**config.mk**
```make
export PLATFORM = sky130hd
export DESIGN_NAME = warp_steer_router
export DESIGN_NICKNAME = d
export VERILOG_FILES = /design/src/rtl/wsr_pkg.sv /design/src/rtl/wsr_warp_classify.sv /design/src/rtl/wsr_hold_stage.sv /design/src/rtl/wsr_fire_counter.sv /design/src/rtl/warp_steer_router.sv
export SDC_FILE = /design/constraint.sdc
export NUM_CORES = 1
export LEC_CHECK = 0
export ABC_CLOCK_PERIOD_IN_PS = 1750
export BUFFER_PORTS_ARGS = -buffer_cell sky130_fd_sc_hd__buf_2
export CAP_MARGIN = 0
export CORE_AREA = 2 2 159 99
export CTS_BUF_LIST = sky130_fd_sc_hd__clkbuf_16
export CTS_CLUSTER_SIZE = 28
export DETAILED_ROUTE_END_ITERATION = 16
export DIE_AREA = 0 0 161 101
export SYNTH_ARGS = -nofsm -noshare
export SYNTH_HDL_FRONTEND = slang
export SYNTH_HIERARCHICAL = 1
export SYNTH_SLANG_ARGS = --single-unit
```
**constraint.sdc**
```tcl
create_clock -name clk -period 1.75 [get_ports clk]
set_clock_uncertainty 0.05 [all_clocks]
set_input_delay 0.35 -clock clk [delete_from_list [all_inputs] [get_ports clk]]
set_output_delay 0.35 -clock clk [all_outputs]
set_load 0.05 [all_outputs]
```
**src/rtl/wsr_pkg.sv**
```systemverilog
package wsr_pkg;
  // Thread index bits dropped to form the warp index (32 threads per warp).
  localparam int WARP_SHIFT = 5;

  typedef enum logic {
    ROUTE_LOWER = 1'b0,
    ROUTE_CACHE = 1'b1
  } route_e;
endpackage

```
**src/rtl/wsr_warp_classify.sv**
```systemverilog
module wsr_warp_classify
  import wsr_pkg::*;
#(
  parameter int TID_W = 10,
  parameter int THR_W = 5
) (
  input  logic [TID_W-1:0] tid,
  input  logic [THR_W-1:0] thr,
  output route_e           route
);
  localparam int WARP_W = TID_W - WARP_SHIFT;
  localparam int CMP_W  = (WARP_W > THR_W) ? WARP_W : THR_W;

  logic [WARP_W-1:0] warp_idx;
  logic [CMP_W-1:0]  warp_ext;
  logic [CMP_W-1:0]  thr_ext;

  always_comb begin
    warp_idx = tid[TID_W-1:WARP_SHIFT];
    warp_ext = CMP_W'(warp_idx);
    thr_ext  = CMP_W'(thr);
    route    = (warp_ext < thr_ext) ? ROUTE_CACHE : ROUTE_LOWER;
  end
endmodule

```
**src/rtl/wsr_hold_stage.sv**
```systemverilog
module wsr_hold_stage
  import wsr_pkg::*;
#(
  parameter int DATA_W = 42
) (
  input  logic              clk,
  input  logic              rst,
  input  logic              in_valid,
  output logic              in_ready,
  input  logic [DATA_W-1:0] in_data,
  input  route_e            in_route,
  output logic              out_valid,
  output logic [DATA_W-1:0] out_data,
  output route_e            out_route,
  input  logic              out_take
);
  logic              slot_v;
  logic [DATA_W-1:0] slot_d;
  route_e            slot_r;

  assign in_ready  = !slot_v || out_take;
  assign out_valid = slot_v;
  assign out_data  = slot_d;
  assign out_route = slot_r;

  always_ff @(posedge clk) begin
    if (rst) begin
      slot_v <= 1'b0;
      slot_d <= '0;
      slot_r <= ROUTE_LOWER;
    end else if (in_ready) begin
      slot_v <= in_valid;
      if (in_valid) begin
        slot_d <= in_data;
        slot_r <= in_route;
      end
    end
  end
endmodule

```
**src/rtl/wsr_fire_counter.sv**
```systemverilog
module wsr_fire_counter #(
  parameter int CNT_W = 16
) (
  input  logic             clk,
  input  logic             rst,
  input  logic             inc,
  output logic [CNT_W-1:0] count
);
  always_ff @(posedge clk) begin
    if (rst)      count <= '0;
    else if (inc) count <= count + 1'b1;
  end
endmodule

```
**src/rtl/warp_steer_router.sv**
```systemverilog
module warp_steer_router
  import wsr_pkg::*;
#(
  parameter int TID_W  = 10,
  parameter int THR_W  = 5,
  parameter int ADDR_W = 32,
  parameter int CNT_W  = 16
) (
  input  logic              clk,
  input  logic              rst,
  input  logic              cfg_we,
  input  logic [THR_W-1:0]  cfg_thresh,
  input  logic              req_valid,
  output logic              req_ready,
  input  logic [TID_W-1:0]  req_tid,
  input  logic [ADDR_W-1:0] req_addr,
  output logic              cq_valid,
  input  logic              cq_ready,
  output logic [TID_W-1:0]  cq_tid,
  output logic [ADDR_W-1:0] cq_addr,
  output logic              lq_valid,
  input  logic              lq_ready,
  output logic [TID_W-1:0]  lq_tid,
  output logic [ADDR_W-1:0] lq_addr,
  output logic [CNT_W-1:0]  cached_count,
  output logic [CNT_W-1:0]  bypass_count
);
  localparam int DATA_W = TID_W + ADDR_W;
  localparam int N_DEST = 2;

  logic [THR_W-1:0]  thr_q;
  route_e            in_route;
  logic              slot_v;
  logic [DATA_W-1:0] slot_d;
  route_e            slot_r;
  logic              take;
  logic [N_DEST-1:0] dest_fire;
  logic [CNT_W-1:0]  dest_cnt [N_DEST];

  // Launch-time threshold; a write lands at the edge, after that cycle's accept decision.
  always_ff @(posedge clk) begin
    if (rst)         thr_q <= '0;
    else if (cfg_we) thr_q <= cfg_thresh;
  end

  wsr_warp_classify #(.TID_W(TID_W), .THR_W(THR_W)) classify_i (
    .tid   (req_tid),
    .thr   (thr_q),
    .route (in_route)
  );

  assign dest_fire[0] = slot_v && (slot_r == ROUTE_LOWER) && lq_ready;
  assign dest_fire[1] = slot_v && (slot_r == ROUTE_CACHE) && cq_ready;
  assign take         = |dest_fire;

  wsr_hold_stage #(.DATA_W(DATA_W)) hold_i (
    .clk       (clk),
    .rst       (rst),
    .in_valid  (req_valid),
    .in_ready  (req_ready),
    .in_data   ({req_tid, req_addr}),
    .in_route  (in_route),
    .out_valid (slot_v),
    .out_data  (slot_d),
    .out_route (slot_r),
    .out_take  (take)
  );

  assign cq_valid = slot_v && (slot_r == ROUTE_CACHE);
  assign lq_valid = slot_v && (slot_r == ROUTE_LOWER);
  assign {cq_tid, cq_addr} = slot_d;
  assign {lq_tid, lq_addr} = slot_d;

  for (genvar g = 0; g < N_DEST; g++) begin : g_cnt
    wsr_fire_counter #(.CNT_W(CNT_W)) cnt_i (
      .clk   (clk),
      .rst   (rst),
      .inc   (dest_fire[g]),
      .count (dest_cnt[g])
    );
  end

  assign bypass_count = dest_cnt[0];
  assign cached_count = dest_cnt[1];
endmodule

```
==> impl_metrics.py, run 1 <==
metrics = {
    "status": {
        "outcome": "finished, final reports clean",
    },
    "worst_setup_path": {
        "cp-endpoint": "g_cnt[0].cnt_i/count[13]",
        "critPathTopFamily": "simple AND/OR/NAND/NOR gates",
        "crit_required_ps": 1960,
        "critPathLaunch": "hold_i/out_valid",
        "rr_worst_depth": 6,
        "critPathSlowestCell": "or3b_1",
        "cp.arrival_ps": 1930,
        "cp_max_fo": 7,
        "crit_buf_inv": 0,
        "reg2reg_to": "g_cnt[0].cnt_i/count[13]",
        "worst_setup_path_start_kind": "flop",
        "worst-r2r-setup-slack_ps": 30,
        "crit_type": "reg -> reg",
        "end_kind": "flop",
        "worstPathCellList": "nor2b_4 -> and2_4 -> nand4_4 -> nor4_4 -> or3b_1 -> a21oi_1",
        "cp.depth": 6,
        "max_stage_delay_ps": 370,
        "r2r_start": "hold_i/out_valid",
    },
    "floorplanning": {
        "dieHeight_um": 101,
        "fp.dieW_um": 161,
        "io_pins": 172,
        "dieArea_mm2": 0.0163,
        "core_area_mm2": 0.0149,
        "rows": 35,
        "start_util": 0.281,
    },
    "logic_synthesis": {
        "synthCells": 446,
        "syn_area_mm2": 0.00419,
        "ys_seq_elements": 81,
        "synth_edf_count": 0,
        "yosys_warnings": 6,
        "syn_nets": 505,
        "synth_ff_type": "dfxtp_1",
        "yosysUniqueCellTypes": 40,
        "syn_area_per_cell_um2": 9.39,
        "ys_seq_area_frac": 0.387,
        "async_flop_share": 0,
    },
    "sta": {
        "drv_slew": 0,
        "rsz0062_at_grt": "true",
        "worst_slew_pin_slew_ps": 424,
        "timing.final.crit_share": 0.982,
        "max_clock_freq_mhz": 582,
        "setup_violations": 0,
        "layout_min_cycle_time_ps": 1720,
        "hold_viol": 0,
        "maxSlewHeadroom": 0.718,
    },
    "cells_and_area": {
        "multiInputGateArea_mm2": 0.00204,
        "nFillCells": 1536,
        "final_cells": 787,
        "ff_latch_area_mm2": 0.00168,
        "area_growth_pct": 28.4,
        "fin_nets": 637,
        "fin_util": 0.361,
        "drive_gt1_frac": 0.483,
    },
    "clocking": {
        "cts.htree.levels": 3,
        "cts_hold_buf": 0,
        "cts_sinks": 81,
        "clk_pin_slew_ps": 60,
        "clock_latency_ps": 330,
        "root_buffer": "clkbuf_16",
        "cts_tree": "yes",
        "cts_buffer_depth": 2,
        "cts_inserted_buffers": 9,
    },
    "detailed_routing": {
        "ant_nets": 0,
        "avgRoutedWirePerCell_um": 12.9,
        "firstDrtPassIters": 4,
        "vias_per_cell": 4.45,
        "drt-total-wl_um": 10200,
        "drc": 0,
        "drt_iter0_drc": 176,
        "dr_total_vias": 3500,
    },
    "grt": {
        "grt_pass1_vias": 3255,
        "antenna_found_initial": 3,
        "grt_pass1_wl_um": 16300,
        "grt_max_degree": 46,
        "track_usage": 0.125,
        "gr-total-overflow": 0,
    },
    "job": {
        "cap_violations": 0,
    },
    "power_and_ir_drop": {
        "combPwrFrac": 0.205,
        "swShare": 0.313,
        "pwr-share-clk": 0.384,
        "ir_drop_v": 0.000369,
        "seq_power_share": 0.410,
        "p_leak_nw": 2.46,
        "p_int_mw": 3.28,
        "p_per_area_mw_per_mm2": 886,
        "finalPower_mw": 4.77,
        "switching_power_mw": 1.49,
    },
    "placed_design": {
        "io_buffers": 171,
        "hpwl_um": 7560,
        "placed_cells": 763,
        "gp_congestion": 0.767,
    },
    "worst_hold_path": {
        "hold_path.class": "in -> reg",
    },
}
registers in the layout, indices dropped and copies added (netlist names):
register and cells:
g_cnt.cnt_i/count 32, hold_i/out_route 1, hold_i/out_data 42, hold_i/out_valid 1, thr_q 5
worst min path at each step:
stage,from,to,slack (ps),cells past startpoint
finish,cfg_thresh[2],thr_q[2],230,3
global route,req_addr[11],hold_i/out_data[11],220,3
CTS,cfg_thresh[2],thr_q[2],210,3
detailed placement,thr_q[2],thr_q[2],440,2
global placement,thr_q[1],thr_q[1],430,2
floorplan,rst,thr_q[0],370,1
repair_timing:
action,4_1_cts,5_1_grt
endpoints found under the setup margin,5,7
gates resized for setup,4,2
pin swaps,0,3
setup buffers,0,7
kinds of logic (layout without fill, tap and decap cells):
kind of cell / after synthesis / in the layout / share of synthesized area
AND/OR/NAND/NOR: 141 / 141 / 0.190
XOR/XNOR: 20 / 20 / 0.0418
other: 0 / 2 / 0
multiplexers: 12 / 12 / 0.0299
AO/OA/AOI/OAI: 102 / 102 / 0.200
adder cells (fa/ha/maj): 6 / 6 / 0.0179
buffers and inverters: 84 / 220 / 0.133
flip-flops: 81 / 81 / 0.387
layer usage:
layer / track usage / part of all wire / vias up
met5: 0 / 0.0013 / -
met3: 0.0457 / 0.078 / 9
met4: 0.0288 / 0.0076 / 2
met2: 0.204 / 0.44 / 114
met1: 0.160 / 0.47 / 1614
li1: - / - / 1761
tightest hold or removal path, stage by stage:
cell and delay (ps):
buf_2 80, mux2i_1 60, nor2_1 80
area by class of cell:
cell class | instances | area share
Timing Repair Buffer | 195 | 0.201
Antenna cell | 2 | 0.000931
Inverter | 10 | 0.00698
Clock buffer | 9 | 0.0419
Sequential cell | 81 | 0.312
Clock inverter | 6 | 0.0112
Multi-Input combinational cell | 281 | 0.379
Tap cell | 203 | 0.0472
metrics by stage:
stage               setup TNS (ps)  hold WS (ps)  area, um^2  setup slack (ps)
finish                           0           228        5380              30.9
global route                 -60.4           216        5380             -60.4
CTS                              0           208        5310              3.09
detailed placement            -106           436        5020             -47.3
global placement             -1.86           431        5020             -1.86
floorplan                     -283           372        4260              -113
cells in the final DEF, fill, tap and decap left out, types with 9 or more instances in the layout:
master and instances:
a21oi_1 28, dfxtp_2 13, a21bo_1 43, clkbuf_16 9, inv_1 10, xnor2_1 12, dfxtp_4 10, nand3_1 49
nor2_1 37, buf_2 169, a21oi_2 24, buf_4 22, nand2_1 13, dfxtp_1 58
cell usage after synthesis (3+ instances only):
cell type  number  area [um^2]
dfxtp_1        81         1620
ha_1            6         75.1
buf_2           9         45.0
mux2_2          4         45.0
clkbuf_1       12         45.0
buf_6           9          101
nand2_1        13         48.8
a21oi_1        28          140
a21oi_2        24          210
nor4_1          6         37.5
mux2i_1         8         80.1
a21bo_1        43          430
inv_1          10         37.5
nand4_1         3         18.8
buf_4          43          323
nand3_1        50          250
nor2b_1         3         18.8
nor3_1          6         30.0
xor2_1          8         70.1
xnor2_1        12          105
nor2_1         37          139
power by group through the flow:
stage	combinational, mW	clock, mW	sequential (mW)
after CTS	0.979	1.92	1.96
after global routing	1.04	2.00	1.97
after global placement	0.966	0	1.99
after floorplan	0.617	0	2.20
after detailed placement	0.975	0	2.00
final	0.978	1.83	1.96
Note: power is estimated with default switching activity, not from simulation.
==> run 2: changes to the inputs <==
--- a/config.mk
+++ b/config.mk
@@ -8,11 +8,12 @@
 export ABC_CLOCK_PERIOD_IN_PS = 1750
 export BUFFER_PORTS_ARGS = -buffer_cell sky130_fd_sc_hd__buf_2
 export CAP_MARGIN = 0
-export CORE_AREA = 2 2 159 99
+export CORE_AREA = 2 2 129 81
 export CTS_BUF_LIST = sky130_fd_sc_hd__clkbuf_16
 export CTS_CLUSTER_SIZE = 28
 export DETAILED_ROUTE_END_ITERATION = 16
-export DIE_AREA = 0 0 161 101
+export DIE_AREA = 0 0 131 83
+export PLACE_DENSITY = 0.75
 export SYNTH_ARGS = -nofsm -noshare
 export SYNTH_HDL_FRONTEND = slang
 export SYNTH_HIERARCHICAL = 1
==> run 2 against run 1 <==
Compared with the run above:
- maximum frequency is 0.93% higher
- cell area shrank 2.0%
- clock-buffer cell count unchanged
- non-clock buffer count fell by 5
- critical endpoint unchanged
- sequential power about the same
- via count is 0.29% lower
- final cell count decreased by 9.4%
==> impl_metrics.py, run 2 (same netlist as run 1, synthesis figures left out) <==
metrics = {
    "clocking": {
        "cts_buffer_depth": 2,
        "clk_pin_slew_ps": 70,
        "cts.htree.levels": 3,
        "cts_tree": "yes",
        "clock_latency_ps": 330,
        "cts_inserted_buffers": 9,
        "cts_sinks": 81,
        "root_buffer": "clkbuf_16",
    },
    "grt": {
        "grt_max_degree": 54,
        "gr-total-overflow": 0,
        "antenna_found_initial": 0,
        "track_usage": 0.182,
        "grt_pass1_wl_um": 16100,
        "grt_pass1_vias": 3322,
    },
    "sta": {
        "maxSlewHeadroom": 0.707,
        "max_clock_freq_mhz": 587,
        "rsz0062_at_grt": "true",
        "hold_viol": 0,
        "layout_min_cycle_time_ps": 1700,
        "setup_violations": 0,
        "whs_ps": 209,
        "timing.final.crit_share": 0.973,
        "worst_slew_pin_slew_ps": 439,
        "drv_slew": 0,
    },
    "worst_setup_path": {
        "crit_buf_inv": 0,
        "worstPathCellList": "nor2b_4 -> and2_4 -> nand4_4 -> nor4_4 -> or3b_1 -> a21oi_1",
        "crit_type": "reg -> reg",
        "critPathTopFamily": "simple AND/OR/NAND/NOR gates",
        "cp.arrival_ps": 1920,
        "crit_required_ps": 1970,
        "critPathSlowestCell": "dfxtp_4",
        "end_kind": "flop",
        "max_stage_delay_ps": 370,
        "cp_max_fo": 5,
        "worst_setup_path_start_kind": "flop",
    },
    "cells_and_area": {
        "layout_commonest_cell": "buf_2",
        "final_cells": 713,
        "final_cell_mix": "buf_2, dfxtp_1, nand3_1",
        "largest_reg_flops": 42,
        "fin_util": 0.547,
        "fin_nets": 632,
        "drive_gt1_frac": 0.483,
        "area_growth_pct": 25.8,
        "n_antenna_cell": 0,
        "final_area_mm2": 0.00527,
    },
    "floorplanning": {
        "dieArea_mm2": 0.0109,
        "io_pins": 172,
        "rows": 28,
        "fp.dieW_um": 131,
        "core_area_mm2": 0.00963,
        "dieHeight_um": 83,
        "start_util": 0.435,
    },
    "power_and_ir_drop": {
        "p_per_area_mw_per_mm2": 909,
        "finalPower_mw": 4.79,
        "ir_drop_v": 0.000514,
        "p_leak_nw": 2.45,
    },
    "detailed_routing": {
        "firstDrtPassIters": 4,
        "drc": 0,
        "drt-total-wl_um": 9850,
        "avgRoutedWirePerCell_um": 13.8,
        "drt_iter0_drc": 147,
        "ant_nets": 0,
        "vias_per_cell": 4.89,
        "dr_total_vias": 3490,
    },
    "placed_design": {
        "placed_cells": 692,
        "hpwl_um": 7030,
        "placed_cell_area_mm2": 0.00491,
        "io_buffers": 171,
        "gp_congestion": 0.766,
    },
    "worst_hold_path": {
        "hold_path.class": "in -> reg",
    },
    "job": {
        "cap_violations": 0,
    },
    "status": {
        "outcome": "finished, final reports clean",
    },
}
==> run 2: changes by cell type in the layout (fill, tap and decap cells not counted), sizes merged <==
cell / before / now
inv: 10 / 11
diode: 2 / 0
buf: 195 / 190
==> run 2: timing repair <==
| action | CTS | global route |
|---|---|---|
| hold buffers | 0 | 0 |
| pin swaps | 0 | 2 |
| setup buffers | 2 | 3 |
| endpoints found under the setup margin | 2 | 5 |
| resized for setup | 4 | 4 |
==> run 2: layer usage <==
metal	up-vias	wire [um]	GRT usage
met2	80	4640	0.296
met4	0	70	0.0455
met3	6	487	0.0535
li1	1751	-	-
met1	1653	4650	0.236
met5	-	0	0
==> run 2: worst min-delay path: cells and delay by family <==
| kind | cells | cell delay (ps) |
|---|---|---|
| AND/OR/NAND/NOR | 1 | 70 |
| buffers and inverters | 1 | 80 |
| multiplexers | 1 | 60 |
==> run 2: stage by stage <==
step           setup slack, ps  setup TNS (ps)
2_1_floorplan             -113            -283
3_3_place_gp              83.2               0
3_5_place_dp             -12.9           -12.9
4_1_cts                   45.1               0
5_1_grt                  -73.4           -87.3
6_report                  46.8               0
==> run 2: worst paths after layout <==
kind                     from  slack (ps)                  endpoint  depth (start not counted)
max          hold_i/out_valid          50  g_cnt[0].cnt_i/count[13]                          6
min             cfg_thresh[1]         210                  thr_q[1]                          3
max reg2reg  hold_i/out_valid          50  g_cnt[0].cnt_i/count[13]                          6
min reg2reg          thr_q[1]         460                  thr_q[1]                          2
==> run 2: layout make-up <==
cell class / instances / area (um^2)
fill: 880 / 4370
multi-input combinational: 281 / 2040
sequential: 81 / 1680
timing repair buffer: 190 / 1050
clock buffer: 9 / 225
tap: 135 / 169
clock inverter: 7 / 70.1
inverter: 10 / 37.5
==> run 2: power breakdown <==
group	total (mW)	internal (mW)	switching, mW
sequential	1.96	1.90	0.0554
combinational	0.973	0.279	0.694
clock	1.86	1.10	0.753
==> run 3: changes to the inputs <==
--- a/config.mk
+++ b/config.mk
@@ -14,6 +14,7 @@
 export DETAILED_ROUTE_END_ITERATION = 16
 export DIE_AREA = 0 0 131 83
 export PLACE_DENSITY = 0.75
+export SETUP_SLACK_MARGIN = 0.05
 export SYNTH_ARGS = -nofsm -noshare
 export SYNTH_HDL_FRONTEND = slang
 export SYNTH_HIERARCHICAL = 1
==> run 3 against run 2 <==
Compared with the run above:
- power up 0.28%
- sequential share of layout area is 0.61 points lower
- clock power barely moved
- sequential power about the same
- sequential cell count is the same
- non-clock buffer count grew 4
- final cell count grew 0.70%
- combinational power rose by 1%
- critical endpoint is now g_cnt[0].cnt_i/count[14]
==> impl_metrics.py, run 3 (same netlist as run 1, synthesis figures left out) <==
metrics = {
    "placed_design": {
        "gp_congestion": 0.787,
        "hpwl_um": 6960,
        "io_buffers": 171,
    },
    "sta": {
        "whs_ps": 209,
        "timing.final.crit_share": 0.974,
        "max_clock_freq_mhz": 586,
        "setup_violations": 0,
        "layout_min_cycle_time_ps": 1710,
        "worst_slew_pin_slew_ps": 415,
        "hold_viol": 0,
        "maxSlewHeadroom": 0.723,
        "rsz0062_at_grt": "true",
        "drv_slew": 0,
    },
    "clocking": {
        "cts_buffer_depth": 2,
        "clock_latency_ps": 330,
        "cts_sinks": 81,
        "clk_pin_slew_ps": 60,
        "cts_tree": "yes",
        "cts.htree.levels": 3,
        "cts_inserted_buffers": 9,
        "root_buffer": "clkbuf_16",
        "cts_hold_buf": 0,
    },
    "floorplanning": {
        "io_pins": 172,
        "dieHeight_um": 83,
        "core_area_mm2": 0.00963,
        "dieArea_mm2": 0.0109,
        "start_util": 0.435,
        "fp.dieW_um": 131,
        "rows": 28,
    },
    "worst_hold_path": {
        "hold_path.class": "in -> reg",
        "min_from": "cfg_thresh[4]",
    },
    "cells_and_area": {
        "drive_gt1_frac": 0.491,
        "fin_nets": 636,
        "largest_reg_flops": 42,
        "fin_util": 0.562,
        "final_cell_mix": "buf_2, dfxtp_1, nand3_1",
        "area_growth_pct": 29.2,
        "multiInputGateArea_mm2": 0.00211,
        "layout_commonest_cell": "buf_2",
        "ff_latch_area_mm2": 0.00169,
        "nFillCells": 845,
    },
    "worst_setup_path": {
        "critPathLaunch": "g_cnt[0].cnt_i/count[9]",
        "crit_type": "reg -> reg",
        "r2r_start": "g_cnt[0].cnt_i/count[9]",
        "cp_max_fo": 4,
        "worst-r2r-setup-slack_ps": 40,
        "max_stage_delay_ps": 370,
        "crit_required_ps": 1920,
        "critPathSlowestCell": "or2_2",
        "critPathTopFamily": "simple AND/OR/NAND/NOR gates",
        "worst_setup_path_start_kind": "flop",
        "cp.arrival_ps": 1870,
        "crit_buf_inv": 0,
        "worstPathCellList": "nand2_1 -> or2_2 -> nor4_2 -> mux2_2",
        "end_kind": "flop",
    },
    "grt": {
        "track_usage": 0.184,
        "grt_pass1_vias": 3245,
        "grt_max_degree": 73,
        "gr-total-overflow": 0,
        "antenna_found_initial": 2,
        "grt_pass1_wl_um": 16300,
    },
    "detailed_routing": {
        "firstDrtPassIters": 4,
        "wl_met2_um": 4600,
        "routedLengthMet1_um": 4560,
        "dr_total_vias": 3504,
        "vias_per_cell": 4.88,
        "route.met3.wl_um": 547,
        "drt-total-wl_um": 9830,
        "drc": 0,
        "top_layer_used": "met5",
        "avgRoutedWirePerCell_um": 13.7,
        "drt_iter0_drc": 174,
        "ant_nets": 0,
    },
    "power_and_ir_drop": {
        "p_leak_nw": 2.55,
        "ir_drop_v": 0.000629,
        "finalPower_mw": 4.80,
        "p_per_area_mw_per_mm2": 887,
    },
    "status": {
        "outcome": "finished, final reports clean",
    },
    "job": {
        "cap_violations": 0,
    },
}
==> run 3: cell count changes in the layout (fill, tap and decap cells not counted), moves of 2 or more <==
cell | previous run | this run
dfxtp_4 | 10 | 15
inv_1 | 10 | 13
dfxtp_2 | 13 | 8
buf_12 | 3 | 5
nor4b_4 | 0 | 2
a21oi_1 | 28 | 25
buf_6 | 0 | 3
nor4b_2 | 2 | 0
clkinv_4 | 2 | 0
a21oi_2 | 24 | 27
==> run 3: final timing paths <==
check / to / cells past startpoint
min: thr_q[4] / 3
max: g_cnt[0].cnt_i/count[14] / 4
min reg2reg: thr_q[1] / 2
max reg2reg: g_cnt[0].cnt_i/count[14] / 4
==> run 3: final cells by class <==
type,count,area share
well taps,135,0.0312
diodes,1,0.000463
clock inverters,6,0.00925
inverters,10,0.00694
clock buffers,10,0.0463
repair buffers,194,0.205
flip-flops and latches,81,0.312
multi-input cells,281,0.389
==> run 3: where the power goes <==
group	total [mW]	internal [mW]	leakage (nW)	switching [mW]
logic	0.986	0.291	1.72	0.695
clock network	1.87	1.17	0.159	0.698
registers	1.95	1.90	0.676	0.0528
total	4.80	3.36	2.55	1.45
==> run 3: per-layer routing <==
layer	vias up	global-route usage
li1	1767	-
met1	1626	0.244
met2	99	0.295
met3	10	0.0528
met4	2	0.0464
met5	-	0
==> run 3: through the flow <==
stage | TNS (ps) | area [um^2] | setup slack [ps] | instances
global placement | 0 | 4950 | 37.6 | 692
global route | -31.3 | 5410 | -18.7 | 718
finish | 0 | 5410 | 44.7 | 718
CTS | 0 | 5350 | 35.3 | 715
detailed placement | -27.1 | 4950 | -27.1 | 692
floorplan | -283 | 4290 | -113 | 446
==> run 3: repair_timing <==
item / CTS / global route
buffers inserted: 7 / 2
pin swaps: 3 / 5
gates resized for setup: 8 / 11
cloned: 0 / 0
endpoints found under the setup margin: 6 / 15
==> run 3: worst register-to-register path, stage by stage, from the launching register on <==
cell and delay (ps):
dfxtp_2 360, nand2_1 140, or2_2 370, nor4_2 310, mux2_2 370
